$ cat src/rtl/rot_splitter_pkg.sv
package rot_splitter_pkg;

  typedef enum logic [2:0] {
    ST_IDLE,
    ST_PICK,
    ST_WRITE,
    ST_READ,
    ST_GAP
  } rs_state_e;

  typedef enum logic [1:0] {
    END_OK,
    END_BUS,
    END_TMO
  } rs_end_e;

endpackage

$ cat src/rtl/rot_splitter_chunker.sv
// Chooses the next command length from the bits still owed and returns
// what is left afterwards.
module rot_splitter_chunker #(
  parameter int CNT_W   = 64,
  parameter int CHUNK_W = 20
) (
  input  logic [CNT_W-1:0]   remain,
  output logic [CHUNK_W-1:0] chunk,
  output logic [CNT_W-1:0]   rest,
  output logic               empty
);

  localparam logic [CNT_W-1:0] CAP = {{(CNT_W-CHUNK_W){1'b0}}, {CHUNK_W{1'b1}}};

  logic over;

  always_comb begin
    over  = (remain > CAP);
    empty = (remain == '0);
    if (over) begin
      chunk = CAP[CHUNK_W-1:0];
      rest  = remain - CAP;
    end else begin
      chunk = remain[CHUNK_W-1:0];
      rest  = '0;
    end
  end

endmodule

$ cat src/rtl/rot_splitter_poller.sv
// Tracks poll attempts for one command and times the pause between reads.
module rot_splitter_poller #(
  parameter int POLLS       = 1000,
  parameter int GAP_W       = 16,
  parameter int DEFAULT_GAP = 125
) (
  input  logic             clk,
  input  logic             rst,
  input  logic             start,
  input  logic             miss,
  input  logic             gap_tick,
  input  logic [GAP_W-1:0] gap_cfg,
  output logic             last_try,
  output logic             gap_expire
);

  localparam int AW = $clog2(POLLS + 1);

  logic [AW-1:0]    attempts;
  logic [GAP_W-1:0] gcnt;
  logic [GAP_W-1:0] gap_eff;

  assign gap_eff    = (gap_cfg == '0) ? GAP_W'(DEFAULT_GAP) : gap_cfg;
  assign last_try   = (attempts == AW'(POLLS - 1));
  assign gap_expire = (gcnt == GAP_W'(1));

  always_ff @(posedge clk) begin
    if (rst) begin
      attempts <= '0;
      gcnt     <= '0;
    end else begin
      if (start) begin
        attempts <= '0;
      end else if (miss) begin
        attempts <= attempts + AW'(1);
      end
      if (miss) begin
        gcnt <= gap_eff;
      end else if (gap_tick && gcnt != '0) begin
        gcnt <= gcnt - GAP_W'(1);
      end
    end
  end

endmodule

$ cat src/rtl/rot_splitter.sv
module rot_splitter
  import rot_splitter_pkg::*;
#(
  parameter int          CNT_W        = 64,
  parameter int          DATA_W       = 64,
  parameter int          ADDR_W       = 32,
  parameter int          CHUNK_W      = 20,
  parameter int          FIELD_MSB_IX = 31,
  parameter int          DONE_MSB_IX  = 8,
  parameter int          POLLS        = 1000,
  parameter int          GAP_W        = 16,
  parameter int          DEFAULT_GAP  = 125,
  parameter logic [31:0] CTRL_ADDR    = 32'h0000_0040,
  parameter logic [31:0] STAT_ADDR    = 32'h0000_0044
) (
  input  logic              clk,
  input  logic              rst,
  input  logic              req_valid,
  input  logic [CNT_W-1:0]  req_count,
  input  logic [GAP_W-1:0]  gap_cfg,
  output logic              busy,
  output logic              done,
  output logic              error,
  output logic              timeout,
  output logic              wr_req,
  output logic [ADDR_W-1:0] wr_addr,
  output logic [DATA_W-1:0] wr_data,
  input  logic              wr_ack,
  input  logic              wr_err,
  output logic              rd_req,
  output logic [ADDR_W-1:0] rd_addr,
  input  logic              rd_ack,
  input  logic [DATA_W-1:0] rd_data,
  input  logic              rd_err
);

  // Field and flag positions are given MSB-first; convert to LSB indices.
  localparam int FIELD_LSB = DATA_W - 1 - FIELD_MSB_IX;
  localparam int HI_PAD    = DATA_W - FIELD_LSB - CHUNK_W;
  localparam int DONE_BIT  = DATA_W - 1 - DONE_MSB_IX;

  rs_state_e          state;
  logic [CNT_W-1:0]   remain;
  logic [CHUNK_W-1:0] ck_chunk;
  logic [CNT_W-1:0]   ck_rest;
  logic               ck_empty;
  logic               last_try;
  logic               gap_expire;
  logic               pol_start;
  logic               pol_miss;
  logic               gap_tick;
  logic               stat_set;
  logic               unused_rd;

  logic               busy_q, done_q, err_q, tmo_q;
  logic               wr_req_q, rd_req_q;
  logic [DATA_W-1:0]  wr_data_q;

  assign unused_rd = ^rd_data;
  assign stat_set  = rd_data[DONE_BIT];

  rot_splitter_chunker #(
    .CNT_W   (CNT_W),
    .CHUNK_W (CHUNK_W)
  ) u_chunker (
    .remain (remain),
    .chunk  (ck_chunk),
    .rest   (ck_rest),
    .empty  (ck_empty)
  );

  assign pol_start = (state == ST_WRITE) && wr_ack;
  assign pol_miss  = (state == ST_READ) && rd_ack && !rd_err && !stat_set;
  assign gap_tick  = (state == ST_GAP);

  rot_splitter_poller #(
    .POLLS       (POLLS),
    .GAP_W       (GAP_W),
    .DEFAULT_GAP (DEFAULT_GAP)
  ) u_poller (
    .clk        (clk),
    .rst        (rst),
    .start      (pol_start),
    .miss       (pol_miss),
    .gap_tick   (gap_tick),
    .gap_cfg    (gap_cfg),
    .last_try   (last_try),
    .gap_expire (gap_expire)
  );

  function automatic logic [DATA_W-1:0] pack_word(input logic [CHUNK_W-1:0] c);
    pack_word = {{HI_PAD{1'b0}}, c, {FIELD_LSB{1'b0}}};
  endfunction

  always_ff @(posedge clk) begin
    if (rst) begin
      state     <= ST_IDLE;
      remain    <= '0;
      busy_q    <= 1'b0;
      done_q    <= 1'b0;
      err_q     <= 1'b0;
      tmo_q     <= 1'b0;
      wr_req_q  <= 1'b0;
      rd_req_q  <= 1'b0;
      wr_data_q <= '0;
    end else begin
      done_q <= 1'b0;
      err_q  <= 1'b0;
      tmo_q  <= 1'b0;
      unique case (state)
        ST_IDLE: begin
          if (req_valid) begin
            remain <= req_count;
            busy_q <= 1'b1;
            state  <= ST_PICK;
          end
        end
        ST_PICK: begin
          if (ck_empty) begin
            done_q <= 1'b1;
            busy_q <= 1'b0;
            state  <= ST_IDLE;
          end else begin
            remain    <= ck_rest;
            wr_data_q <= pack_word(ck_chunk);
            wr_req_q  <= 1'b1;
            state     <= ST_WRITE;
          end
        end
        ST_WRITE: begin
          if (wr_ack) begin
            wr_req_q <= 1'b0;
            if (wr_err) begin
              done_q <= 1'b1;
              err_q  <= 1'b1;
              busy_q <= 1'b0;
              state  <= ST_IDLE;
            end else begin
              rd_req_q <= 1'b1;
              state    <= ST_READ;
            end
          end
        end
        ST_READ: begin
          if (rd_ack) begin
            rd_req_q <= 1'b0;
            if (rd_err) begin
              done_q <= 1'b1;
              err_q  <= 1'b1;
              busy_q <= 1'b0;
              state  <= ST_IDLE;
            end else if (stat_set) begin
              state <= ST_PICK;
            end else if (last_try) begin
              done_q <= 1'b1;
              err_q  <= 1'b1;
              tmo_q  <= 1'b1;
              busy_q <= 1'b0;
              state  <= ST_IDLE;
            end else begin
              state <= ST_GAP;
            end
          end
        end
        ST_GAP: begin
          if (gap_expire) begin
            rd_req_q <= 1'b1;
            state    <= ST_READ;
          end
        end
        default: state <= ST_IDLE;
      endcase
    end
  end

  assign busy    = busy_q;
  assign done    = done_q;
  assign error   = err_q;
  assign timeout = tmo_q;
  assign wr_req  = wr_req_q;
  assign wr_data = wr_data_q;
  assign rd_req  = rd_req_q;
  assign wr_addr = CTRL_ADDR[ADDR_W-1:0];
  assign rd_addr = STAT_ADDR[ADDR_W-1:0];

endmodule

$ cat config.mk
export PLATFORM = sky130hd
export DESIGN_NAME = rot_splitter
export DESIGN_NICKNAME = d
export VERILOG_FILES = /design/src/rtl/rot_splitter_pkg.sv /design/src/rtl/rot_splitter_chunker.sv /design/src/rtl/rot_splitter_poller.sv /design/src/rtl/rot_splitter.sv
export SDC_FILE = /design/constraint.sdc
export NUM_CORES = 1
export LEC_CHECK = 0
export BUFFER_PORTS_ARGS = -buffer_cell sky130_fd_sc_hd__buf_2
export CAP_MARGIN = 20
export CORE_UTILIZATION = 52
export DETAILED_ROUTE_END_ITERATION = 16
export PLACE_DENSITY = 0.82
export SETUP_SLACK_MARGIN = 0.02
export SYNTH_ARGS = -nofsm -noshare
export SYNTH_HDL_FRONTEND = slang
export SYNTH_HIERARCHICAL = 1
export SYNTH_SLANG_ARGS = --single-unit
export TNS_END_PERCENT = 10
$ cat constraint.sdc
create_clock -name clk -period 3.3 [get_ports clk]
set_input_delay 0.33 -clock clk [delete_from_list [all_inputs] [get_ports clk]]
set_output_delay 0.33 -clock clk [all_outputs]
set_load 0.01 [all_outputs]
==> key figures, run 1 <==
STA
  – Final worst path period need: slightly above 3000 ps
  – Worst-Margin Slew: 826 ps
  – Unrepaired setup endpoints after global routing: no
  – Max Freq: between 300 and 400 MHz
  – Period utilization: 0.926
  – Slew HR: 0.444
  – Final Hold Fails: 0
  – Pins Over Slew Limit: 0
  – Clock Skew: 11.7 ps
  – # setup viols final: 0
  – Setup TNS: 0 ps

Critical path
  – CP Max Fanout: between 70 and 80
  – Crit path to: remain[26]$_SDFFE_PP0P_
  – R2r setup slk: between 200 and 250 ps
  – Startpoint Class: flip-flop
  – Worst Path Arrival: 3350 ps
  – Crit path launch: remain[51]$_SDFFE_PP0P_
  – Worst path required time: about 3600 ps
  – Critical Path End Type: flip-flop
  – FF-to-FF End: remain[26]$_SDFFE_PP0P_
  – Reg-to-Reg Start: remain[51]$_SDFFE_PP0P_
  – Critical path class: flip-flop to flip-flop
  – Worst r2r path cells: 10

Detailed routing
  – Initial DRC count: about 650
  – Final ANT Viol Nets: 0
  – Pre-Repair DR Iteration Count: 6
  – DR DRC count: 0
  – WL final: around 21000 um
  – DR vias: between 7000 and 8000
  – Drt via density: about 5.7
  – Drt wl/cell: roughly 15 um

Finish
  – Final net count: about 1300
  – P&R area growth vs syn: 10.4%
  – Share of cells above drive strength 1: 0.220

Floorplan
  – I/O Pins: around 290
  – FP Rows: 47
  – Die ar.: about 17000 um2
  – Initial Util: 0.531
  – Core area: between 15000 and 20000 um2
  – Die width: 132 um
  – Die span in y: 132 um

Global routing
  – Largest net degree at the start of global routing: 75
  – Wire length of the first global-routing pass: around 34000 um
  – Vias in the first global route: approximately 7000
  – Total track usage: 0.240
  – Total grt overflow: 0
  – Initial antenna violation count: 4

Clocking
  – CTS Sinks: 119
  – H-tree depth: 4
  – CTS clock-pin slew for the worst setup and hold paths: roughly 60 ps
  – CTS Buf Count: 17
  – CTS tree: done
  – Clock Path Buffers: 2
  – Clock latency on the worst-skew pair: around 430 ps
  – Post-CTS Setup Repair Bufs: 0
  – Root buf cell: clkbuf_16

Synthesis
  – Yosys reg bits: 119
  – Async SR Flop Fraction: 0
  – Post-Synthesis Cells: 1065
  – Most common flop cell mapped by yosys: dfxtp_1
  – Largest family of logic cells by synthesized area: simple AND/OR/NAND/NOR gates
  – Post-synthesis simple-gate area fraction: 0.242
  – Post-synth cell types: 77
  – Synth cell count leaders: 139 x nor2_1, 119 x dfxtp_1, 108 x buf_4
  – Synth top area share: 0.271
  – YS warnings: 6
  – Synth Area in Adders: 0.00711
  – Cell Area, Synth: roughly 9000 um2
  – Top post-synthesis cells by area: dfxtp_1 27%, buf_4 9.2%, mux2i_1 8.8%
  – Most used standard cell by instance count after synthesis: nor2_1
  – Compound-Gate Fraction of Synth Area: 0.203
  – Register area share after synthesis: 0.271
  – Leading area contributor after synthesis: dfxtp_1
  – Synth Area in XOR/XNOR: 0.0368
  – Mux contribution to synthesized area: 0.0888
  – Synth Area per Inst: 8.26 um2
  – Number of synthesized flops with an enable pin: 0

Placement
  – Post-detail-place hpwl: between 10000 and 15000 um
  – PortBufs: 113
  – Final GP Congestion: ~0.86

Power and ir drop
  – VDD IR max: approximately 0.00038 V
  – PD cells: around 650 nW/um2
  – Post-layout power: 6.34 mW
  – LEAKAGE: ~3.8 nW

Min path
  – Worst Hold Class: primary input to flip-flop

Run status
  – Status: finished clean

Run
  – Total of max-cap violations: 0
repair_timing:
item / 4_1_cts / 5_1_grt
gates resized for setup: 0 / 1
hold buffers: 0 / 0
hold endpoints to repair: 0 / 0
setup endpoints to repair: 0 / 14
cell type report:
| class | count | area [um2] |
|---|---|---|
| Fill cell | 1500 | 6870 |
| Multi-Input combinational cell | 851 | 5510 |
| Sequential cell | 119 | 2380 |
| Timing Repair Buffer | 137 | 798 |
| Clock buffer | 18 | 439 |
| Tap cell | 220 | 275 |
| Clock inverter | 14 | 221 |
| Inverter | 24 | 90.1 |
| Antenna cell | 2 | 5.00 |
layer usage:
metal / track usage / vias to the layer above / share of wire
met4: 0.0827 / 4 / 0.013
met5: 0 / - / 0.0013
li1: - / 3790 / -
met3: 0.0584 / 35 / 0.070
met2: 0.404 / 305 / 0.49
met1: 0.300 / 3721 / 0.42
state kept, by name, summed over array words and instances (netlist names):
name and flops:
wr_data 20, state 3, busy 1, u_poller/gcnt 16
error 1, remain 64, u_poller/attempts 10, done 1
rd_req 1, timeout 1, wr_req 1
report_power, final:
group          internal [mW]  switching [mW]  leakage (nW)  total, mW
Sequential              1.72           0.333         0.979       2.05
Combinational          0.935            1.26          2.46       2.20
Clock                   1.36           0.721         0.313       2.09
Total                   4.02            2.32          3.75       6.34
per-stage QoR:
step | setup slack, ps | util | hold slack, ps | instances | cell area (um2)
after floorplan | 419 | - | 455 | 1171 | 9200
after global placement | 291 | 0.545 | 442 | 1350 | 9040
after detailed placement | 200 | 0.545 | 446 | 1350 | 9040
after CTS | 164 | 0.585 | 164 | 1382 | 9700
after global routing | 82.6 | 0.586 | 206 | 1383 | 9710
final | 244 | 0.586 | 178 | 1385 | 9720
how the worst min path moves through the flow:
stage / from / endpoint / slack, ps / depth (start not counted)
2_1_floorplan: u_poller/gcnt[10]$_SDFFE_PP0P_ / u_poller/gcnt[10]$_SDFFE_PP0P_ / 450 / 2
3_3_place_gp: wr_req$_SDFFE_PP0P_ / wr_req$_SDFFE_PP0P_ / 440 / 2
3_5_place_dp: wr_req$_SDFFE_PP0P_ / wr_req$_SDFFE_PP0P_ / 450 / 2
4_1_cts: gap_cfg[8] / u_poller/gcnt[8]$_SDFFE_PP0P_ / 160 / 3
5_1_grt: gap_cfg[8] / u_poller/gcnt[8]$_SDFFE_PP0P_ / 210 / 3
6_report: gap_cfg[8] / u_poller/gcnt[8]$_SDFFE_PP0P_ / 180 / 3
worst max-delay path, stage by stage (launching register included):
cell and delay [ps]:
dfxtp_1 350, or4_1 640, nor3_2 280, nand3_1 170, or3_1 400, nor2_2 260
nand2b_1 190, a211oi_4 100, buf_12 230, nor2_1 200, a211oi_2 60
cell usage in the layout (no fill, tap or decap), types with 6 or more instances in the layout:
master	count
o41ai_1	6
mux2i_1	77
a21oi_1	58
xor2_1	15
inv_1	23
nand3_1	16
xnor2_1	22
nor4b_1	6
nor2b_1	7
nor3_1	22
buf_2	112
a211oi_1	15
nand2b_1	7
or3_1	42
clkbuf_16	17
or4_1	20
nand2_1	71
a211oi_2	60
nor4_1	19
o21ai_0	27
dfxtp_1	119
nor2_1	137
conb_1	108
nand4_1	11
buf_4	21
o31ai_1	21
cells by family after synthesis:
group                      after synthesis
and+or+nand+nor                        402
AOI/OAI and AO/OA                      221
buffers and inverters                  201
DFF                                    119
muxes                                   78
xor gates and xnor gates                37
adders and majority gates                5
other                                    2
(Power assumes the default switching activity.)
==> inputs of run 2 (changes only) <==
--- a/config.mk
+++ b/config.mk
@@ -5,9 +5,10 @@
 export SDC_FILE = /design/constraint.sdc
 export NUM_CORES = 1
 export LEC_CHECK = 0
+export ABC_AREA = 1
 export BUFFER_PORTS_ARGS = -buffer_cell sky130_fd_sc_hd__buf_2
 export CAP_MARGIN = 20
-export CORE_UTILIZATION = 52
+export CORE_UTILIZATION = 53
 export DETAILED_ROUTE_END_ITERATION = 16
 export PLACE_DENSITY = 0.82
 export SETUP_SLACK_MARGIN = 0.02
==> key figures, run 2 <==
STA
  – Max Freq: between 400 and 500 MHz
  – Pins Over Slew Limit: 0
  – Worst-Margin Slew: between 700 and 800 ps
  – Final worst path period need: roughly 2400 ps
  – Unrepaired setup endpoints after global routing: no
  – Clock Skew: about 12 ps
  – Setup TNS: 0 ps
  – Period utilization: 0.733
  – # setup viols final: 0
  – Slew HR: 0.483
  – Final Hold Fails: 0

Synthesis
  – Cell Area, Synth: 9650 um2
  – Leading area contributor after synthesis: dfxtp_1
  – Number of synthesized flops with an enable pin: 0
  – Post-Synthesis Cells: 1557
  – Synth Area per Inst: roughly 6.2 um2
  – Synth top area share: 0.247
  – YS warnings: 6
  – Post-synth cell types: 43
  – Most used standard cell by instance count after synthesis: nand2_1
  – Yosys reg bits: 119
  – Register area share after synthesis: 0.247
  – Synth cell count leaders: 349 x nand2_1, 267 x nor2_1, 191 x nand3_1
  – Async SR Flop Fraction: 0
  – Most common flop cell mapped by yosys: dfxtp_1
  – Top post-synthesis cells by area: dfxtp_1 25%, nand2_1 14%, nor2_1 10%

Global routing
  – Total track usage: 0.286
  – GR Layer Usage met2: 0.478
  – Largest net degree at the start of global routing: 66
  – Vias in the first global route: 8873
  – Wire length of the first global-routing pass: approximately 42000 um
  – Routing usage on met3: 0.0581
  – Initial antenna violation count: 0
  – GR Util met1: 0.361
  – Total grt overflow: 0
  – Peak-usage layer in the global routing report: met2

Finish
  – Most frequent cells in the layout: 347 x nand2_1, 267 x nor2_1, 191 x nand3_1, 140 x inv_1, 118 x dfxtp_1
  – Register cell area after layout: 2380 um2
  – Final net count: approximately 1800
  – Share of cells above drive strength 1: 0.128
  – Fill count: 1723
  – Ant diodes: 0
  – Share of the core filled with cells: 0.595
  – Largest Register: remain
  – Most common cell after layout, fill and taps aside: nand2_1
  – Max FFs per register: 64
  – Finished Cell Area: roughly 10000 um2
  – Multi-input logic area: roughly 6000 um2
  – P&R area growth vs syn: 8.04%

Critical path
  – Worst Path Arrival: roughly 2700 ps
  – Critical path class: flip-flop to flip-flop
  – Startpoint Class: flip-flop
  – Crit-path cells: nor2_1 -> nand2_1 -> nor2_1 -> inv_1 -> nor2_1 -> nand3b_4 -> nor2_1 -> nand3b_4 -> nand2_4 -> buf_12 -> o211a_1
  – Worst path required time: ~3600 ps
  – Max stage delay on crit path: about 370 ps
  – R2r setup slk: 880 ps
  – Critical Path End Type: flip-flop
  – Most used cell, CP: nor2_1
  – CP Max Fanout: 45
  – Slowest CP cell: dfxtp_1

Clocking
  – CTS Sinks: about 120
  – Clock latency on the worst-skew pair: approximately 430 ps
  – Hold buffers post-CTS: 0
  – H-tree depth: 4
  – Post-CTS Setup Repair Bufs: 0
  – Root buf cell: clkbuf_16
  – CTS Buf Count: 17
  – CTS clock-pin slew for the worst setup and hold paths: around 60 ps
  – CTS tree: done
  – Clock Path Buffers: 2
  – # resized after CTS: 0

Placement
  – Post-detail-place hpwl: ~18000 um
  – Final GP Congestion: 0.991
  – Placed inst area: a little under 10000 um2
  – PortBufs: between 100 and 150

Power and ir drop
  – Switching Share: 0.419
  – Clock share of power: 0.283
  – Post-layout power: between 6 and 7 mW
  – Int Pwr: ~3.9 mW
  – LEAKAGE: ~5.6 nW
  – VDD IR max: between 0.0005 and 0.0006 V
  – Logic pwr share: 0.401
  – PD cells: between 600 and 700 nW/um2
  – Sequential share of power: 0.316
  – Sw power: 2.78 mW

Floorplan
  – Initial Util: 0.550
  – Die span in y: between 100 and 150 um
  – Core area: ~18000 um2
  – FP Rows: 48
  – Die width: between 100 and 150 um
  – Die ar.: between 15000 and 20000 um2
  – I/O Pins: 285

Min path
  – Worst Hold Class: primary input to flip-flop

Detailed routing
  – DR vias: approximately 10000
  – Drt wl/cell: approximately 14 um
  – Final ANT Viol Nets: 0
  – DR DRC count: 0
  – WL final: between 20000 and 30000 um
  – Initial DRC count: slightly above 800
  – Drt via density: 5.35
  – Pre-Repair DR Iteration Count: 5

Run
  – Total of max-cap violations: 0

Run status
  – Status: finished clean
run 2: final timing paths:
path,end,start,cells after the start
setup / recovery,remain[53]$_SDFFE_PP0P_,remain[49]$_SDFFE_PP0P_,11
hold / removal,state[0]$_SDFFE_PP0P_,rst,2
setup reg to reg,remain[53]$_SDFFE_PP0P_,remain[49]$_SDFFE_PP0P_,11
hold reg to reg,wr_data[44]$_SDFFE_PP0P_,wr_data[44]$_SDFFE_PP0P_,2
run 2: routing by layer:
metal	share of wire	up-vias	wire, um
li1	-	4955	-
met1	0.43	4552	11200
met2	0.48	419	12400
met3	0.075	44	1950
met4	0.020	0	513
met5	0	-	0
run 2: power by group through the flow:
stage / Sequential [mW] / Combinational [mW] / Clock [mW]
floorplan: 2.04 / 2.13 / 0
global placement: 2.10 / 2.54 / 0
detailed placement: 2.12 / 2.60 / 0
CTS: 2.09 / 2.63 / 1.90
global route: 2.14 / 3.02 / 1.96
finish: 2.09 / 2.66 / 1.88
run 2: layout make-up:
| class | instances | area share |
|---|---|---|
| Multi-Input combinational cell | 1223 | 0.571 |
| Sequential cell | 119 | 0.229 |
| Timing Repair Buffer | 123 | 0.0650 |
| Inverter | 145 | 0.0522 |
| Clock buffer | 22 | 0.0474 |
| Tap cell | 225 | 0.0270 |
| Clock inverter | 7 | 0.00912 |
run 2: logic make-up after synthesis:
logic type / synth area share
and+or+nand+nor: 0.418
buffers and inverters: 0.179
AOI/OAI and AO/OA: 0.132
DFF: 0.247
xor gates and xnor gates: 0.0162
adders and majority gates: 0.00648
other: 0.000778
run 2: critical path, delay by kind of cell, from the launching register on:
family / cells / cell delay (ps)
flip-flops: 1 / 370
AO/OA/AOI/OAI: 1 / 220
AND/OR/NAND/NOR: 8 / 1350
buffers and inverters: 2 / 350
run 2: stage by stage:
step                setup slack (ps)  hold WS (ps)  std cells
floorplan                       1190           399       1663
global placement                 957           432       1835
detailed placement               906           435       1835
CTS                              886           184       1864
global route                     654           189       1864
finish                           882           197       1864
==> inputs of run 3 (changes only) <==
--- a/config.mk
+++ b/config.mk
@@ -5,10 +5,10 @@
 export SDC_FILE = /design/constraint.sdc
 export NUM_CORES = 1
 export LEC_CHECK = 0
-export ABC_AREA = 1
+export ABC_AREA = 0
 export BUFFER_PORTS_ARGS = -buffer_cell sky130_fd_sc_hd__buf_2
 export CAP_MARGIN = 20
-export CORE_UTILIZATION = 53
+export CORE_UTILIZATION = 52
 export DETAILED_ROUTE_END_ITERATION = 16
 export PLACE_DENSITY = 0.82
 export SETUP_SLACK_MARGIN = 0.02
==> constraint.sdc (replaced) <==
create_clock -name clk -period 2.5 [get_ports clk]
set_input_delay 0.25 -clock clk [delete_from_list [all_inputs] [get_ports clk]]
set_output_delay 0.25 -clock clk [all_outputs]
set_load 0.01 [all_outputs]
==> key figures, run 3 (same netlist as run 1, synthesis figures left out) <==
Run status
  – Status: complete, but fails checks
  – Failing checks: setup timing

Finish
  – Share of cells above drive strength 1: 0.331
  – Max FFs per register: 64
  – Fill count: 1300
  – Final net count: around 1400
  – Layout Cells excl Fill: roughly 1500
  – Most common cell after layout, fill and taps aside: dfxtp_1
  – Largest Register: remain
  – Most frequent cells in the layout: 117 x dfxtp_1, 112 x buf_2, 108 x conb_1, 89 x buf_4
  – P&R area growth vs syn: 22.9%

Detailed routing
  – Max layer used: met5
  – Pre-Repair DR Iteration Count: 5
  – M1 WL: between 9000 and 10000 um
  – DR DRC count: 0
  – Drt wl/cell: approximately 16 um
  – Met2 WL: around 11000 um
  – Final ANT Viol Nets: 0
  – Drt via density: between 5 and 6
  – Initial DRC count: roughly 640
  – Met3 Routed Length: around 1700 um
  – DR vias: between 8000 and 9000
  – WL final: about 23000 um

STA
  – Worst-Margin Slew: around 640 ps
  – Final Hold Fails: 0
  – Worst Setup Slack, final: -209 ps
  – Unrepaired setup endpoints after global routing: yes
  – Setup TNS: -8660 ps
  – Slew HR: 0.570
  – # setup viols final: 65
  – Pins Over Slew Limit: 0
  – Clock Skew: approximately 11 ps
  – Final worst path period need: about 2700 ps
  – Max Freq: between 300 and 400 MHz
  – Period utilization: 1.08

Clocking
  – CTS clock-pin slew for the worst setup and hold paths: 60 ps
  – H-tree depth: 4
  – Clock latency on the worst-skew pair: approximately 420 ps
  – CTS Buf Count: 17
  – CTS Sinks: around 120
  – Hold buffers post-CTS: 0
  – CTS tree: done
  – Clock Path Buffers: 2
  – Root buf cell: clkbuf_16

Floorplan
  – Die width: 132 um
  – FP Rows: 47
  – Die span in y: ~130 um
  – Initial Util: 0.531
  – Core area: about 17000 um2
  – I/O Pins: around 290
  – Die ar.: 17500 um2

Global routing
  – Total grt overflow: 0
  – Total track usage: 0.266
  – Largest net degree at the start of global routing: 65
  – Vias in the first global route: around 7800
  – Initial antenna violation count: 4
  – Wire length of the first global-routing pass: roughly 38000 um

Power and ir drop
  – Post-layout power: around 9.4 mW
  – VDD IR max: approximately 0.00061 V
  – LEAKAGE: between 4 and 5 nW
  – PD cells: between 800 and 900 nW/um2

Placement
  – Worst slack at placement: -181 ps
  – Final GP Congestion: 0.890
  – Cell count after placement: roughly 1400
  – PortBufs: 113
  – Post-detail-place hpwl: between 10000 and 15000 um

Critical path
  – CP Max Fanout: 23
  – Worst Path Arrival: ~3000 ps
  – Critical path class: flip-flop to flip-flop
  – Worst path required time: 2820 ps
  – Critical Path End Type: flip-flop
  – Startpoint Class: flip-flop

Min path
  – Worst Hold Class: primary input to flip-flop

Run
  – Total of max-cap violations: 0
-- run 3: changes by cell type in the layout (fill, tap and decap cells not counted), sizes merged, moves of 77 or more --
cell   previous run  this run
nor2            289       139
buf             123       217
nand2           368        71
inv             145        24
mux2i             0        77
nand3           194        16
-- run 3: stage by stage --
| stage | hold WS (ps) | area (um2) | utilization |
|---|---|---|---|
| 4_1_cts | 78.8 | 10700 | 0.642 |
| 5_1_grt | 106 | 10800 | 0.652 |
| 3_3_place_gp | 442 | 9750 | 0.588 |
| 2_1_floorplan | 396 | 9320 | - |
| 6_report | 95.5 | 10800 | 0.652 |
| 3_5_place_dp | 444 | 9750 | 0.588 |
-- run 3: final cells by class --
cell class | count | area [um2] | share of cell area
diodes | 2 | 5.00 | 0.000463
clock buffers | 23 | 478 | 0.0442
clock inverters | 8 | 169 | 0.0156
inverters | 24 | 90.1 | 0.00833
multi-input cells | 851 | 5820 | 0.538
flip-flops and latches | 119 | 2380 | 0.220
well taps | 220 | 275 | 0.0254
repair buffers | 218 | 1600 | 0.147
-- run 3: metal layers --
metal / vias up / global-route usage
met1: 3861 / 0.324
met3: 44 / 0.0646
met2: 335 / 0.454
li1: 3966 / -
met5: - / 0
met4: 4 / 0.0982
-- run 3: path summary, 6_finish.rpt --
kind / startpoint / to / slack, ps / cells after the start
setup / recovery: remain[25]$_SDFFE_PP0P_ / remain[47]$_SDFFE_PP0P_ / -210 / 10
hold / removal: gap_cfg[8] / u_poller/gcnt[8]$_SDFFE_PP0P_ / 100 / 3
setup reg to reg: remain[25]$_SDFFE_PP0P_ / remain[47]$_SDFFE_PP0P_ / -210 / 10
hold reg to reg: wr_req$_SDFFE_PP0P_ / wr_req$_SDFFE_PP0P_ / 450 / 2
-- run 3: what timing repair did --
action                                  4_1_cts  5_1_grt
resized for setup                            33       44
endpoints found under the setup margin       71       95
pin swaps                                     8        6
setup buffers                                 4        1
gates cloned                                  4        0
-- run 3: report_power, final --
part / total (mW) / internal, mW / switching (mW) / leakage, nW
Sequential: 2.62 / 2.27 / 0.353 / 0.980
Combinational: 4.11 / 1.91 / 2.19 / 2.96
Clock: 2.72 / 1.84 / 0.879 / 0.317
Total: 9.45 / 6.03 / 3.42 / 4.26
-- run 3: critical path, stage by stage, from the launching register on --
cell and delay [ps]:
dfxtp_2 320, or4_4 560, nor3_4 250, nand4_4 150, or3_4 380, nor2_4 120, nand2b_4 140, a211oi_4 90
buf_12 170, buf_16 180, a211oi_2 240
